`src/rtl/mxb_pkg.sv`:
```
package mxb_pkg;

    localparam int ADDR_W = 20;
    localparam int DATA_W = 16;
    localparam int STAT_W = ADDR_W - DATA_W;
    localparam int BYTE_W = DATA_W / 2;
    localparam int SEG_W  = 2;

    typedef enum logic [2:0] {
        ST_IDLE,
        ST_T1,
        ST_T2,
        ST_TW,
        ST_T3,
        ST_T4,
        ST_HELD
    } bstate_e;

    typedef struct packed {
        logic              write;
        logic              mem;
        logic              word;
        logic [ADDR_W-1:0] addr;
        logic [DATA_W-1:0] wdata;
        logic [SEG_W-1:0]  seg;
        logic              ie;
    } breq_t;

    // word only uses both lanes when aligned
    function automatic logic both_lanes(input breq_t r);
        return r.word && !r.addr[0];
    endfunction

    function automatic logic high_lane_n(input breq_t r);
        return !(r.addr[0] || r.word);
    endfunction

    function automatic logic [STAT_W-1:0] status_nib(input breq_t r);
        return {{(STAT_W-SEG_W-1){1'b0}}, r.ie, r.seg};
    endfunction

    function automatic logic [DATA_W-1:0] wlane(input breq_t r);
        if (both_lanes(r))
            return r.wdata;
        return {r.wdata[BYTE_W-1:0], r.wdata[BYTE_W-1:0]};
    endfunction

    function automatic logic [DATA_W-1:0] rlane(input breq_t r, input logic [DATA_W-1:0] bus);
        if (r.addr[0])
            return {{BYTE_W{1'b0}}, bus[DATA_W-1:BYTE_W]};
        if (r.word)
            return bus;
        return {{BYTE_W{1'b0}}, bus[BYTE_W-1:0]};
    endfunction

endpackage

```
`src/rtl/mxb_fsm.sv`:
```
module mxb_fsm
    import mxb_pkg::*;
(
    input  logic    clk,
    input  logic    rst,
    input  logic    req_valid,
    input  logic    ready,
    input  logic    hold,
    output bstate_e state,
    output logic    accept
);

    bstate_e nxt;
    logic    at_boundary;

    assign at_boundary = (state == ST_IDLE) || (state == ST_T4);
    assign accept      = at_boundary && !hold && req_valid;

    always_comb begin
        nxt = state;
        case (state)
            ST_IDLE, ST_T4: begin
                if (hold)
                    nxt = ST_HELD;
                else if (req_valid)
                    nxt = ST_T1;
                else
                    nxt = ST_IDLE;
            end
            ST_T1:   nxt = ST_T2;
            ST_T2:   nxt = ready ? ST_T3 : ST_TW;
            ST_TW:   nxt = ready ? ST_T3 : ST_TW;
            ST_T3:   nxt = ST_T4;
            ST_HELD: nxt = hold ? ST_HELD : ST_IDLE;
            default: nxt = ST_IDLE;
        endcase
    end

    always_ff @(posedge clk) begin
        if (rst)
            state <= ST_IDLE;
        else
            state <= nxt;
    end

endmodule

```
`src/rtl/mxb_ctl.sv`:
```
module mxb_ctl
    import mxb_pkg::*;
(
    input  bstate_e state,
    input  breq_t   cur,
    output logic    ale,
    output logic    rd_n,
    output logic    wr_n,
    output logic    buf_en,
    output logic    m_io,
    output logic    dt_r,
    output logic    bhe_n,
    output logic    ctl_oe,
    output logic    hlda,
    output logic    done
);

    logic xfer;

    assign xfer   = (state == ST_T2) || (state == ST_TW) || (state == ST_T3);
    assign ale    = (state == ST_T1);
    assign rd_n   = !(xfer && !cur.write);
    assign wr_n   = !(xfer && cur.write);
    assign buf_en = xfer;
    assign m_io   = cur.mem;
    assign dt_r   = cur.write;
    assign bhe_n  = high_lane_n(cur);
    assign hlda   = (state == ST_HELD);
    assign ctl_oe = !hlda;
    assign done   = (state == ST_T4);

endmodule

```
`src/rtl/mxb_dpath.sv`:
```
module mxb_dpath
    import mxb_pkg::*;
(
    input  logic              clk,
    input  logic              rst,
    input  logic              accept,
    input  breq_t             req,
    input  bstate_e           state,
    input  logic [DATA_W-1:0] ad_in,
    output breq_t             cur,
    output logic [DATA_W-1:0] ad_out,
    output logic              ad_oe,
    output logic [STAT_W-1:0] ahs_out,
    output logic              ahs_oe,
    output logic [DATA_W-1:0] rdata
);

    logic data_phase;

    assign data_phase = (state == ST_T2) || (state == ST_TW) || (state == ST_T3);

    always_ff @(posedge clk) begin
        if (rst)
            cur <= '0;
        else if (accept)
            cur <= req;
    end

    always_ff @(posedge clk) begin
        if (rst)
            rdata <= '0;
        else if (state == ST_T3 && !cur.write)
            rdata <= rlane(cur, ad_in);
    end

    assign ad_out  = (state == ST_T1) ? cur.addr[DATA_W-1:0] : wlane(cur);
    assign ad_oe   = (state == ST_T1) || (data_phase && cur.write);
    assign ahs_out = (state == ST_T1) ? cur.addr[ADDR_W-1:DATA_W] : status_nib(cur);
    assign ahs_oe  = (state == ST_T1) || data_phase || (state == ST_T4);

endmodule

```
`src/rtl/mxbus_biu.sv`:
```
module mxbus_biu
    import mxb_pkg::*;
(
    input  logic              clk,
    input  logic              rst,
    input  logic              req_valid,
    input  logic              req_write,
    input  logic              req_mem,
    input  logic              req_word,
    input  logic [ADDR_W-1:0] req_addr,
    input  logic [DATA_W-1:0] req_wdata,
    input  logic [SEG_W-1:0]  req_seg,
    input  logic              req_ie,
    output logic              req_accept,
    output logic              done,
    output logic [DATA_W-1:0] rdata,
    output logic [DATA_W-1:0] ad_out,
    output logic              ad_oe,
    input  logic [DATA_W-1:0] ad_in,
    output logic [STAT_W-1:0] ahs_out,
    output logic              ahs_oe,
    output logic              ale,
    output logic              m_io,
    output logic              dt_r,
    output logic              buf_en,
    output logic              rd_n,
    output logic              wr_n,
    output logic              bhe_n,
    output logic              ctl_oe,
    input  logic              ready,
    input  logic              hold,
    output logic              hlda
);

    bstate_e state;
    breq_t   req;
    breq_t   cur;

    assign req = '{write: req_write, mem: req_mem, word: req_word, addr: req_addr,
                   wdata: req_wdata, seg: req_seg, ie: req_ie};

    mxb_fsm u_fsm (
        .clk       (clk),
        .rst       (rst),
        .req_valid (req_valid),
        .ready     (ready),
        .hold      (hold),
        .state     (state),
        .accept    (req_accept)
    );

    mxb_dpath u_dpath (
        .clk     (clk),
        .rst     (rst),
        .accept  (req_accept),
        .req     (req),
        .state   (state),
        .ad_in   (ad_in),
        .cur     (cur),
        .ad_out  (ad_out),
        .ad_oe   (ad_oe),
        .ahs_out (ahs_out),
        .ahs_oe  (ahs_oe),
        .rdata   (rdata)
    );

    mxb_ctl u_ctl (
        .state  (state),
        .cur    (cur),
        .ale    (ale),
        .rd_n   (rd_n),
        .wr_n   (wr_n),
        .buf_en (buf_en),
        .m_io   (m_io),
        .dt_r   (dt_r),
        .bhe_n  (bhe_n),
        .ctl_oe (ctl_oe),
        .hlda   (hlda),
        .done   (done)
    );

endmodule

```
`config.mk`:
```
export PLATFORM = sky130hd
export DESIGN_NAME = mxbus_biu
export DESIGN_NICKNAME = d
export VERILOG_FILES = /design/src/rtl/mxb_pkg.sv /design/src/rtl/mxb_fsm.sv /design/src/rtl/mxb_ctl.sv /design/src/rtl/mxb_dpath.sv /design/src/rtl/mxbus_biu.sv
export SDC_FILE = /design/constraint.sdc
export NUM_CORES = 1
export LEC_CHECK = 0
export CAP_MARGIN = 20
export CORE_AREA = 3 3 88 90
export CTS_CLUSTER_DIAMETER = 30
export DETAILED_ROUTE_END_ITERATION = 10
export DIE_AREA = 0 0 91 93
export GPL_TIMING_DRIVEN = 0
export PLACE_DENSITY_LB_ADDON = 0.25
export RECOVER_POWER = 50
export SLEW_MARGIN = 10
export SYNTH_ARGS = -nofsm -noshare
export SYNTH_HDL_FRONTEND = slang
export SYNTH_SLANG_ARGS = --single-unit
```
`constraint.sdc`:
```
create_clock -name clk -period 2.2 [get_ports clk]
set_input_delay 0.55 -clock clk [delete_from_list [all_inputs] [get_ports clk]]
set_output_delay 0.55 -clock clk [all_outputs]
set_load 0.01 [all_outputs]
```
==> results by group <==
Synth
  – Synthesized area: 3120 um2
  – Most common cell in the netlist: nand2b_1
  – Largest cells by area after synthesis: dfxtp_1, mux2i_1, nand2b_1
  – Synth Flop Type: dfxtp_1
  – Flip-flop and latch count after synthesis: 61
  – Synthesized area per cell: 9.35 um2
  – Commonest cells in the netlist: nand2b_1, dfxtp_1, mux2i_1
  – Fraction of the yosys area taken by sequential cells: 0.391
  – Number of flops mapped to enable cells by yosys: 0
  – Yosys warning count: 0
  – Largest area contributor in the netlist: dfxtp_1
  – Cell variety after synth: 30
  – Post-synth top area share: 0.391
  – Async SR Flop Fraction: 0
  – Gate Count Post-Synth: 334
  – Mapped Nets: 397

STA
  – Final Critical Period: between 2 and 2.5 ns
  – Final setup fails: 7
  – Clk_skew: 0.0100 ns
  – Setup_tns: -0.475 ns
  – Final WS setup: -0.0774 ns
  – Worst-margin pin slew: approximately 0.44 ns
  – Period utilization: 1.04
  – Final Hold Fails: 0
  – Max-slew violations: 0
  – Slew margin rel.: 0.709
  – Max Fclk: roughly 0.44 GHz
  – Fin Hold WS: 0.454 ns
  – RSZ-0062 raised after global routing: true

Floorplan
  – Die Height: 93 um
  – I/O pin count: 112
  – Row count: 31
  – Core area: roughly 7000 um2
  – Die Wd: 91 um
  – Die ar.: 8460 um2
  – Starting Density: 0.437

Placement
  – IO buf count: 110
  – Worst slack, placed: -0.754 ns
  – Global placement routability congestion: 0.809
  – HPWL after DPL: 6.09 mm

Hold path
  – Hold Path Class: reg2reg

GRT
  – GRT Overall Usage: 0.208
  – Pin count of the biggest net entering global routing: 17
  – Number of global-route vias before repair: 2,823
  – First-pass GRT wire length: 14.0 mm
  – Initial antenna violation count: 0
  – Total congestion overflow: 0

Drt
  – Routed WL: 8.85 mm
  – Via/cell ratio: roughly 4.8
  – DRT Pass-1 Iters: 4
  – Vias: 2,820
  – Antenna-violating nets left: 0
  – Drt initial violations: 75
  – Wire per inst: 15.1 um
  – DRC viols: 0

Clock network
  – Clock buffer depth: 2
  – Clock sinks: approximately 60
  – Clk slew on worst S/H paths: 0.07 ns
  – CTS H-tree depth: 3
  – TritonCTS clock tree: built
  – Total CTS buffers: 9
  – Clock Tree Root: clkbuf_8
  – Worst skew pair latency: roughly 0.34 ns
  – CTS Hold Bufs: 0

Power and ir drop
  – Leakage: around 1.9 nW
  – Worst IR drop on VDD: 0.398 mV
  – Power Total: 3.40 mW
  – PD cells: approximately 690 nW/um2

Finish
  – Layout cell share with drive strength beyond 1: 0.224
  – Area growth syn-to-layout: 57.3%
  – Fillers: 561
  – Antenna Cells: 0
  – Area of the multi-input gates: ~1800 um2
  – FF+latch area: 1230 um2
  – Layout Nets: ~550

Status
  – Failing checks: negative setup slack
  – Status: finished, violations left

Worst setup path
  – Crit. End Element: primary output
  – CP required: 1.65 ns
  – Critical Path Fanout Max: 7
  – Crit start category: flip-flop
  – CP arrival: 1.73 ns
  – Critical path class: reg2out

Flow run
  – Max-cap viol count: 0
-- state kept, by name, summed over array words and instances (netlist names) --
signal	cells
u_dpath.rdata	16
u_dpath.cur	42
u_fsm.state	3
-- metal layers --
metal	GRT usage	vias to the layer above	share of wire
met5	0	-	0
met4	0.0716	0	0.017
met3	0.0563	13	0.058
met2	0.346	92	0.48
met1	0.262	1294	0.45
li1	-	1421	-
-- final cells by class --
| type | instances | area share |
|---|---|---|
| Buffer | 25 | 0.0395 |
| Multi-Input combinational cell | 242 | 0.375 |
| Timing Repair Buffer | 140 | 0.272 |
| Tap cell | 99 | 0.0252 |
| Clock inverter | 4 | 0.00459 |
| Sequential cell | 61 | 0.250 |
| Clock buffer | 12 | 0.0316 |
| Inverter | 3 | 0.00229 |
-- path summary, 6_finish.rpt --
check | from | endpoint | slack (ns) | depth (start not counted)
max | u_fsm.state[1] | ad_out[1] | -0.08 | 6
min | u_dpath.rdata[15] | u_dpath.rdata[15] | 0.45 | 2
min reg2reg | u_dpath.rdata[15] | u_dpath.rdata[15] | 0.45 | 2
max reg2reg | u_fsm.state[0] | u_dpath.cur[30] | 0.62 | 7
-- placed cells by master (no fill, tap or decap), types with 2 or more instances in the layout --
cell / count
nand2_1: 17
nor2_1: 11
buf_8: 4
buf_4: 26
a21oi_1: 10
clkdlybuf4s50_1: 79
dfxtp_4: 2
nand2b_1: 85
dfxtp_1: 59
clkinv_2: 3
mux2_4: 11
a31oi_1: 2
nand3_1: 9
clkbuf_1: 12
clkbuf_8: 12
mux2i_1: 57
buf_12: 2
nor2b_1: 3
inv_1: 3
o21ai_1: 5
a211oi_1: 8
buf_2: 10
o21ai_2: 4
buf_6: 22
dlygate4sd2_1: 8
-- cell families after synthesis --
kind of cell	Yosys count	share of synthesized area
simple gates	137	0.257
mux	70	0.229
flops	61	0.391
compound gates	34	0.0657
buf+inv	31	0.0541
xor+xnor	1	0.00281
-- metrics by stage --
step	utilization	cells	cell area, um2
after floorplan	-	334	3120
after global placement	0.609	543	4350
after detailed placement	0.609	543	4350
after CTS	0.666	572	4760
after global routing	0.688	586	4910
final	0.688	586	4910
-- critical path: stages, from the launching register on --
cell,delay [ns]
dfxtp_4,0.38
nor3b_4,0.20
buf_6,0.15
buf_8,0.13
buf_4,0.11
mux2_4,0.30
buf_6,0.12
-- what timing repair did --
action / in CTS / in global routing
pin swaps: 1 / 1
setup endpoints to repair: 30 / 25
gates resized for setup: 156 / 25
setup buffers: 13 / 16
cloned: 1 / 0
endpoints found under the hold margin: 0 / 0
-- power by group --
part	leakage (nW)	switching [mW]	total (mW)	internal, mW
Clock	0.0921	0.447	0.912	0.465
Sequential	0.498	0.0825	1.30	1.22
Combinational	1.29	0.503	1.19	0.685
Total	1.88	1.03	3.40	2.37
Note: power is estimated with default switching activity, not from simulation.
